**src/rtl/txbd_pkg.sv**
```systemverilog
package txbd_pkg;

  localparam int PTR_W  = 24;
  localparam int WORD_W = 16;

  // status word bit positions
  localparam int ST_READY = 15;
  localparam int ST_WRAP  = 13;
  localparam int ST_EXT   = 12;
  localparam int ST_LAST  = 11;
  localparam int ST_UNDR  = 1;

  typedef enum logic [3:0] {
    S_IDLE, S_POLL_RQ, S_POLL_WT, S_LEN_RQ, S_LEN_WT,
    S_PHI_RQ, S_PHI_WT, S_PLO_RQ, S_PLO_WT, S_DAT_RQ,
    S_DAT_WT, S_PUSH_HI, S_PUSH_LO, S_WB, S_UR_WR
  } eng_state_t;

  // byte address of word 'word' of descriptor 'idx'
  function automatic logic [PTR_W-1:0] desc_addr(input logic [PTR_W-1:0] base,
                                                 input logic [PTR_W-1:0] idx,
                                                 input logic [1:0]       word);
    return base + (idx << 3) + {{(PTR_W-3){1'b0}}, word, 1'b0};
  endfunction

  // status word handed back to software
  function automatic logic [WORD_W-1:0] wb_word(input logic [WORD_W-1:0] st,
                                                input logic              ur);
    logic [WORD_W-1:0] w;
    w           = st;
    w[ST_READY] = 1'b0;
    w[ST_UNDR]  = ur;
    return w;
  endfunction

endpackage

```
**src/rtl/txbd_addr_map.sv**
```systemverilog
module txbd_addr_map #(
  parameter int PTR_W = 24,
  parameter int INT_W = 11
) (
  input  logic             ext,
  input  logic [PTR_W-1:0] ptr,
  output logic [PTR_W-1:0] addr
);
  generate
    if (INT_W >= PTR_W) begin : g_flat
      assign addr = ptr;
    end else begin : g_split
      assign addr = ext ? ptr : {{(PTR_W-INT_W){1'b0}}, ptr[INT_W-1:0]};
    end
  endgenerate
endmodule

```
**src/rtl/txbd_ring_ptr.sv**
```systemverilog
module txbd_ring_ptr #(
  parameter int NUM_BD = 8,
  parameter int IDXW   = 3
) (
  input  logic            clk,
  input  logic            rst_n,
  input  logic            clr,
  input  logic            adv,
  input  logic            wrap,
  output logic [IDXW-1:0] idx
);
  localparam logic [IDXW-1:0] LAST_IDX = IDXW'(NUM_BD - 1);

  always_ff @(posedge clk) begin
    if (!rst_n)      idx <= '0;
    else if (clr)    idx <= '0;
    else if (adv)    idx <= (wrap || idx == LAST_IDX) ? '0 : idx + 1'b1;
  end


  ring_wrap_chk: assert property (@(posedge clk) disable iff (!rst_n)
    (adv && wrap && !clr) |=> (idx == '0));


  ring_step_chk: assert property (@(posedge clk) disable iff (!rst_n)
    (adv && !wrap && !clr && idx != LAST_IDX) |=> (idx == $past(idx) + 1'b1));
endmodule

```
**src/rtl/txbd_ring_engine.sv**
```systemverilog
module txbd_ring_engine
  import txbd_pkg::*;
#(
  parameter int NUM_BD     = 8,
  parameter int INT_W      = 11,
  parameter int TABLE_BASE = 0
) (
  input  logic              clk,
  input  logic              rst_n,
  input  logic              tx_en,
  input  logic [2:0]        tfc,
  output logic              mem_req,
  output logic              mem_we,
  output logic              mem_ext,
  output logic [2:0]        mem_fc,
  output logic [PTR_W-1:0]  mem_addr,
  output logic [WORD_W-1:0] mem_wdata,
  input  logic [WORD_W-1:0] mem_rdata,
  input  logic              mem_ack,
  output logic              fifo_wr,
  output logic [7:0]        fifo_data,
  input  logic              fifo_full,
  output logic              bd_done,
  output logic              tx_underrun,
  output logic              cfg_err,
  output logic [((NUM_BD > 1) ? $clog2(NUM_BD) : 1)-1:0] bd_idx
);
  localparam int IDXW = (NUM_BD > 1) ? $clog2(NUM_BD) : 1;
  localparam logic [PTR_W-1:0] BASE_A = PTR_W'(TABLE_BASE);
  localparam logic [2:0] FC_BAD = 3'b111;

  eng_state_t        st_q, st_d;
  logic [WORD_W-1:0] stat_q, word_q;
  logic [WORD_W-1:0] left_q;
  logic [PTR_W-1:0]  ptr_q;
  logic              in_frame_q, ext_busy_q;
  logic [IDXW-1:0]   idx;

  // named internal events
  logic              ring_clr, ring_adv, is_ext, cfg_bad, ext_go;
  logic              push_st, push_ok, last_byte;
  logic [PTR_W-1:0]  buf_addr, idx_w;

  assign ring_clr  = (st_q == S_IDLE);
  assign ring_adv  = (st_q == S_WB);
  assign is_ext    = stat_q[ST_EXT];
  assign cfg_bad   = (tfc == FC_BAD);
  assign ext_go    = (st_q == S_DAT_RQ) && is_ext && (!cfg_bad || ext_busy_q);
  assign push_st   = (st_q == S_PUSH_HI) || (st_q == S_PUSH_LO);
  assign push_ok   = push_st && !fifo_full;
  assign last_byte = (left_q == WORD_W'(1));
  assign idx_w     = PTR_W'(idx);

  txbd_ring_ptr #(.NUM_BD(NUM_BD), .IDXW(IDXW)) u_ring (
    .clk(clk), .rst_n(rst_n), .clr(ring_clr), .adv(ring_adv),
    .wrap(stat_q[ST_WRAP]), .idx(idx)
  );

  txbd_addr_map #(.PTR_W(PTR_W), .INT_W(INT_W)) u_map (
    .ext(is_ext), .ptr(ptr_q), .addr(buf_addr)
  );

  // memory port
  always_comb begin
    mem_req   = 1'b0;
    mem_we    = 1'b0;
    mem_ext   = 1'b0;
    mem_addr  = desc_addr(BASE_A, idx_w, 2'd0);
    mem_wdata = '0;
    unique case (st_q)
      S_POLL_RQ: mem_req = 1'b1;
      S_LEN_RQ: begin mem_req = 1'b1; mem_addr = desc_addr(BASE_A, idx_w, 2'd1); end
      S_PHI_RQ: begin mem_req = 1'b1; mem_addr = desc_addr(BASE_A, idx_w, 2'd2); end
      S_PLO_RQ: begin mem_req = 1'b1; mem_addr = desc_addr(BASE_A, idx_w, 2'd3); end
      S_DAT_RQ: begin
        mem_addr = buf_addr;
        mem_req  = is_ext ? ext_go : 1'b1;
        mem_ext  = ext_go;
      end
      S_WB:    begin mem_req = 1'b1; mem_we = 1'b1; mem_wdata = wb_word(stat_q, 1'b0); end
      S_UR_WR: begin mem_req = 1'b1; mem_we = 1'b1; mem_wdata = wb_word(stat_q, 1'b1); end
      default: ;
    endcase
  end

  assign mem_fc      = mem_ext ? tfc : 3'b000;
  assign fifo_wr     = push_ok;
  assign fifo_data   = (st_q == S_PUSH_HI) ? word_q[15:8] : word_q[7:0];
  assign bd_done     = (st_q == S_WB);
  assign tx_underrun = (st_q == S_UR_WR);
  assign cfg_err     = cfg_bad;
  assign bd_idx      = idx;

  // next state
  always_comb begin
    st_d = st_q;
    unique case (st_q)
      S_IDLE:    if (tx_en) st_d = S_POLL_RQ;
      S_POLL_RQ: st_d = S_POLL_WT;
      S_POLL_WT: begin
        if (mem_rdata[ST_READY]) st_d = S_LEN_RQ;
        else if (in_frame_q)     st_d = S_UR_WR;
        else if (!tx_en)         st_d = S_IDLE;
        else                     st_d = S_POLL_RQ;
      end
      S_LEN_RQ:  st_d = S_LEN_WT;
      S_LEN_WT:  st_d = S_PHI_RQ;
      S_PHI_RQ:  st_d = S_PHI_WT;
      S_PHI_WT:  st_d = S_PLO_RQ;
      S_PLO_RQ:  st_d = S_PLO_WT;
      S_PLO_WT:  st_d = (left_q == '0) ? S_WB : S_DAT_RQ;
      S_DAT_RQ: begin
        if (!is_ext)               st_d = S_DAT_WT;
        else if (ext_go && mem_ack) st_d = S_PUSH_HI;
      end
      S_DAT_WT:  st_d = S_PUSH_HI;
      S_PUSH_HI: if (!fifo_full) st_d = last_byte ? S_WB : S_PUSH_LO;
      S_PUSH_LO: if (!fifo_full) st_d = last_byte ? S_WB : S_DAT_RQ;
      S_WB, S_UR_WR: st_d = tx_en ? S_POLL_RQ : S_IDLE;
      default:   st_d = S_IDLE;
    endcase
  end

  // state and datapath registers
  always_ff @(posedge clk) begin
    if (!rst_n) begin
      st_q       <= S_IDLE;
      stat_q     <= '0;
      word_q     <= '0;
      left_q     <= '0;
      ptr_q      <= '0;
      in_frame_q <= 1'b0;
      ext_busy_q <= 1'b0;
    end else begin
      st_q <= st_d;
      case (st_q)
        S_IDLE:    in_frame_q <= 1'b0;
        S_POLL_WT: stat_q <= mem_rdata;
        S_LEN_WT:  left_q <= mem_rdata;
        S_PHI_WT:  ptr_q[PTR_W-1:16] <= mem_rdata[PTR_W-17:0];
        S_PLO_WT:  ptr_q[15:0] <= mem_rdata;
        S_DAT_RQ: begin
          if (ext_go) begin
            ext_busy_q <= !mem_ack;
            if (mem_ack) word_q <= mem_rdata;
          end
        end
        S_DAT_WT:  word_q <= mem_rdata;
        S_WB:      in_frame_q <= !stat_q[ST_LAST];
        S_UR_WR:   in_frame_q <= 1'b0;
        default: ;
      endcase
      if (push_ok) left_q <= left_q - 1'b1;
      if (push_ok && st_q == S_PUSH_LO) ptr_q <= ptr_q + PTR_W'(2);
    end
  end


  ext_hold_chk: assert property (@(posedge clk) disable iff (!rst_n)
    (mem_req && mem_ext && !mem_ack) |=> (mem_req && mem_ext && $stable(mem_addr)));


  cfg_block_chk: assert property (@(posedge clk) disable iff (!rst_n)
    (mem_req && mem_ext && !$past(mem_req && mem_ext)) |-> !cfg_err);


  fifo_stall_chk: assert property (@(posedge clk) disable iff (!rst_n)
    (push_st && fifo_full) |=> (st_q == $past(st_q) && left_q == $past(left_q)));


  done_pulse_chk: assert property (@(posedge clk) disable iff (!rst_n)
    bd_done |=> !bd_done);


  wb_ready_clr_chk: assert property (@(posedge clk) disable iff (!rst_n)
    (mem_req && mem_we) |-> !mem_wdata[ST_READY]);


  ur_flag_chk: assert property (@(posedge clk) disable iff (!rst_n)
    tx_underrun |-> (mem_we && mem_wdata[ST_UNDR] && !mem_ext));


  push_count_chk: assert property (@(posedge clk) disable iff (!rst_n)
    fifo_wr |-> (left_q != '0));
endmodule

```
**config.mk**
```make
export PLATFORM = sky130hd
export DESIGN_NAME = txbd_ring_engine
export DESIGN_NICKNAME = d
export VERILOG_FILES = /design/src/rtl/txbd_pkg.sv /design/src/rtl/txbd_addr_map.sv /design/src/rtl/txbd_ring_ptr.sv /design/src/rtl/txbd_ring_engine.sv
export SDC_FILE = /design/constraint.sdc
export NUM_CORES = 1
export LEC_CHECK = 0
export BUFFER_PORTS_ARGS = -buffer_cell sky130_fd_sc_hd__buf_2
export CAP_MARGIN = 25
export CELL_PAD_IN_SITES_DETAIL_PLACEMENT = 0
export CELL_PAD_IN_SITES_GLOBAL_PLACEMENT = 2
export CORE_ASPECT_RATIO = 1.25
export CORE_MARGIN = 8
export CORE_UTILIZATION = 34
export CTS_CLUSTER_DIAMETER = 60
export DETAILED_ROUTE_END_ITERATION = 10
export PLACE_DENSITY_LB_ADDON = 0.1
export SETUP_SLACK_MARGIN = 0.1
export SLEW_MARGIN = 20
export SYNTH_ARGS = -nofsm -noshare
export SYNTH_HDL_FRONTEND = slang
export SYNTH_SLANG_ARGS = --single-unit
```
**constraint.sdc**
```tcl
create_clock -name clk -period 4 [get_ports clk]
set_input_delay 1 -clock clk [delete_from_list [all_inputs] [get_ports clk]]
set_output_delay 1 -clock clk [all_outputs]
set_load 0.1 [all_outputs]
```
After elaboration in Yosys (flattened, before gate mapping)
Cells that the tools add are included.
Cells by class
  muxes and demuxes: 31
  bitwise gates (word level): 1
  reductions and logical operators: 26
  add/subtract/negate cells: 6
  equal/unequal tests: 23
Operator list (count)
  $pmux 24 s4: 1
  $mux 16: 5
  $pmux 4 s14: 1
  $mux 24: 2
  $pmux 16 s2: 1
  $pmux 15 s2: 1
  $eq 4x4->1 const B: 7
  $mux 4: 7
  $add 24x2->24 const B: 1
  $eq 16x1->1 const B: 1
  $eq 4x3->1 const B: 4
  $logic_not 16->1: 1
  $mux 8: 2
  $sub 16x1->16 const B: 1
  $add 6x3->7 const B: 2
  $mux 3: 4
  $ne 2x2->1 const B: 5
  $reduce_bool 2->1: 5
  $eq 4x2->1 const B: 2
  $add 6x2->7 const B: 1
  $eq 3x3->1 const B: 2
  $reduce_or 2->1: 3
  $reduce_or 6->1: 1
  $logic_and 1x1->1: 5
  12 further kinds: 22
Storage, ports and cells
  flip-flop bits (word level): 80
  output and inout bits: 61
  input port bits: 24
  word-level logic and storage cells: 96

Longest topological paths before layout
  depth in word-level cells: 8
  gate-level depth with buffers: 8
  gate-level depth less buffers: 7

Cells and area by module
Synthesis repeated with hierarchy kept, for this count alone.
Second synthesis, totals
  cells, all modules: 615
  area total of the unflattened synthesis: 4654.5 µm²
By module, submodules not included
  txbd_ring_engine: instances 1, seq. area each 1521.5 µm², area an instance 4310.4 µm², cells an instance 575
  txbd_addr_map: instances 1, seq. area each 0.0 µm², area an instance 186.4 µm², cells an instance 25
  txbd_ring_ptr: instances 1, seq. area each 60.1 µm², area an instance 157.7 µm², cells an instance 15

Worst setup path after synthesis
No wires, ideal clock.
  kind: input to output
  start point: input port tfc[1]
  end point: output port mem_fc[0]
  data required time: 3.000 ns
  path slack: -0.096 ns
  arrival time: 3.096 ns
  path buffers: 1
  stages on the path: 4
  cells stage by stage: nand4b_1 -> and3_1 -> clkbuf_1 -> and2_1
Between the ends
  cells in the longest elaborated chain, start to end: 6
Ends and longest elaborated chain
  from (decl): line txbd_ring_engine.sv:11  | input logic [2:0] tfc,
  $eq 3x3->1: line txbd_ring_engine.sv:47  | assign cfg_bad = (tfc == FC_BAD);
  $logic_not 1->1: line txbd_ring_engine.sv:48  | assign ext_go = (st_q == S_DAT_RQ) && is_ext && (!cfg_bad || ext_busy_q);
  $logic_or 1x1->1: line txbd_ring_engine.sv:48
  $logic_and 1x1->1: line txbd_ring_engine.sv:48
  $mux 1: line txbd_ring_engine.sv:70  | unique case (st_q)
  net mem_ext: line txbd_ring_engine.sv:14  | output logic mem_ext,
  $mux 3: line txbd_ring_engine.sv:86  | assign mem_fc = mem_ext ? tfc : 3'b000;
  to (decl): line txbd_ring_engine.sv:15  | output logic [2:0] mem_fc,
The timed path passes the listed nets, and every way through them passes these cells.

Worst setup path in the final report
  start point: register st_q[2]
  end point: output port fifo_wr
Between the ends
  cells in the longest elaborated chain, start to end: 3
  elaborated cells on any way between the ends: 4
  classes of those cells: eq/ne: 2; reduce/logical: 2
Ends and longest elaborated chain
  from (decl): line txbd_ring_engine.sv:32  | eng_state_t st_q, st_d;
  from (signal assigned): line txbd_ring_engine.sv:135  | st_q <= st_d;
  $eq 4x4->1: line txbd_ring_engine.sv:49  | assign push_st = (st_q == S_PUSH_HI) || (st_q == S_PUSH_LO);
  $logic_or 1x1->1 *: line txbd_ring_engine.sv:49
  $logic_and 1x1->1 *: line txbd_ring_engine.sv:50  | assign push_ok = push_st && !fifo_full;
  to (decl): line txbd_ring_engine.sv:20  | output logic fifo_wr,
Every way passes the cells marked *; elsewhere a longest branch is shown, timed or not.

==> results.cfg <==
[logic_synthesis]
ys_types = 64
ys_top_cells_by_area = dfxtp_1 35%, nand2_1 7.4%, a21oi_1 5.8%, nand3_1 5.0%, and3_1 4.3%
syn_inst = 605
yosysTopAreaCell = dfxtp_1
synth.most_common_cell = nand2_1
synth-seq-area-share_pct = 34.8
yosys.area.top_type_share_pct = 34.8
synth-edff-count = 0
ys_async_sr_fraction_pct = 0
ys_warn_count = 0
syn_avg_cell_area_sq_um = 7.51
synth_seq_cells = 79
synth_common_cells = 89 x nand2_1, 79 x dfxtp_1, 53 x a21oi_1
mappedNetlistArea_sq_um = 4540
synth_ff_type = dfxtp_1
syn-num-nets = 635

[placement]
dp_hpwl_um = 11700
port_buffers = 83
place_ws_ps = 841
gp_congestion = 0.813
place_area_sq_um = 5130

[clock_tree]
clock_sinks = 79
ctsRootBufferMaster = clkbuf_16
holdBufCountCts = 0
cts.clk_slew.worst_paths_ps = 70
numCtsBuffers = 9
clockBufferDepth = 2
cts_resized = 0
clock_latency_ps = 340
tritoncts = yes
cts_htree_levels = 3
cts_setup_buffers = 0

[route]
drc = 0
avgRoutedWirePerCell_um = 19.3
dr.pass1.iters = 5
drt-initial-drc-count = 409
antenna_left = 0
vias = 4750
vias_per_cell = 5.62
wl_um = 16300

[global_routing]
grt_pass1_wl_um = 25100
antenna_found_initial = 0
overflow = 0
grt_pass1_vias = 4485
grt_max_degree = 51
grt_use_total_pct = 18.2

[die]
dieArea_sq_um = 17300
rows = 47
initial_utilization_pct = 34.5
coreArea_sq_um = 13200
die_w_um = 119
io_pins = 85
chipHeight_um = 145

[worst_setup_path]
cp_cell_sequence = and3b_1, o21ai_0, clkinv_1, buf_2
cp-end-kind = output port
slowest_delay_ps = 730
crit_required_ps = 3000
start_kind = flop
path_buf_inv = 2
path_class = reg2out
crit_family = flip-flops
worstPathArrival_ps = 2490
crit_slowest_cell = dfxtp_1
cp_max_fo = 17

[power]
vdd.ir_drop.worst_mv = 0.160
leakagePower_nw = 2.19
power.density_nw_per_um2 = 346

[final_layout]
num_antenna_cells = 0
area_delta_synth_final_pct = 20.1
fin_nets = 699
final_area_sq_um = 5460
drive_above_1_share_pct = 20.3

[sta]
period_needed_ps = 3490
hold_viol = 0
tightest_slew_ps = 970
maxSlewHeadroom_pct = 35.1
skew_ps = 8.84
maxSlewViolCount = 0
setup_ws_ps = 514
finalSetupViolations = 0
fin_crit_sh_pct = 87.1
tns_ps = 0
fmax_mhz = 287
rsz0062_at_grt = false

[min_path]
hold_class = reg2reg

[job]
max-cap-violations = 0

[status]
status = finished clean
placed cells by master, fill, tap and decap left out, drive strengths merged, types with 6 or more instances in the layout:
cell,Yosys,routed
buf,8,100
nand2,89,89
dfxtp,79,79
a21oi,53,53
nand3,45,45
nor2,36,36
o21ai,34,34
and3,31,31
nor3,13,13
and2,12,12
mux2,11,11
inv,10,11
o211ai,10,10
a31oi,10,10
clkbuf,39,10
nand4,9,9
nor3b,8,8
or3,8,8
or4,7,7
ha,6,6
nor4,6,6
layer usage:
layer | vias up | GRT usage [%] | wire [um]
met3 | 19 | 3.69 | 1070
met1 | 2232 | 22.4 | 7140
met5 | - | 0 | 0
li1 | 2346 | - | -
met4 | 0 | 6.64 | 298
met2 | 153 | 30.5 | 7790
cell families after synthesis:
family,count (synthesis),synth area share [%]
and+or+nand+nor,287,32.8
AOI/OAI and AO/OA,158,21.9
DFF,79,34.8
buffers and inverters,58,4.98
muxes,12,2.95
adders and majority gates,6,1.65
xor gates and xnor gates,4,0.771
other,1,0.0825
flip-flops by register name (all words and copies together) (netlist names):
signal and cells:
stat_q 14, left_q 16, in_frame_q 1, st_q 4, u_ring.idx 3, word_q 16
ptr_q 24, ext_busy_q 1
report_power, final:
group | total (W) | internal [W] | switching (W)
clock | 0.000852 | 0.000503 | 0.000349
sequential | 0.000820 | 0.000801 | 0.0000188
combinational | 0.000217 | 0.0000636 | 0.000154
total | 0.00189 | 0.00137 | 0.000522
stage by stage:
step	hold slack, ps	total power, W	instances	utilization (%)
after floorplan	427	0.000967	605	-
after detailed placement	444	0.00105	828	39.0
after global routing	466	0.00196	845	41.4
after CTS	454	0.00191	844	41.3
final	451	0.00189	845	41.4
after global placement	438	0.00105	827	38.9
worst reg2reg max path: stages (launching register included):
cell and delay (ps):
dfxtp_1 460, buf_4 250, nor2_1 520, nand3_1 230, buf_4 260, or2_1 360
or4_1 420, a31oi_1 190
final timing paths:
path | depth (start not counted) | slack, ps | from | endpoint
max | 4 | 510 | st_q[2]$_SDFFE_PN0P_ | fifo_wr
min | 2 | 450 | stat_q[0]$_SDFFE_PN0P_ | stat_q[0]$_SDFFE_PN0P_
max reg2reg | 7 | 1240 | st_q[1]$_SDFFE_PN0P_ | ptr_q[12]$_SDFFE_PN0P_
min reg2reg | 2 | 450 | stat_q[0]$_SDFFE_PN0P_ | stat_q[0]$_SDFFE_PN0P_
cell type report:
class | instances | area, sq um
flip-flops and latches | 79 | 1580
clock buffers | 10 | 239
well taps | 171 | 214
clock inverters | 6 | 67.6
fillers | 1436 | 7720
multi-input cells | 468 | 2760
inverters | 11 | 41.3
repair buffers | 100 | 551
Power figures use the tool's default switching activity.
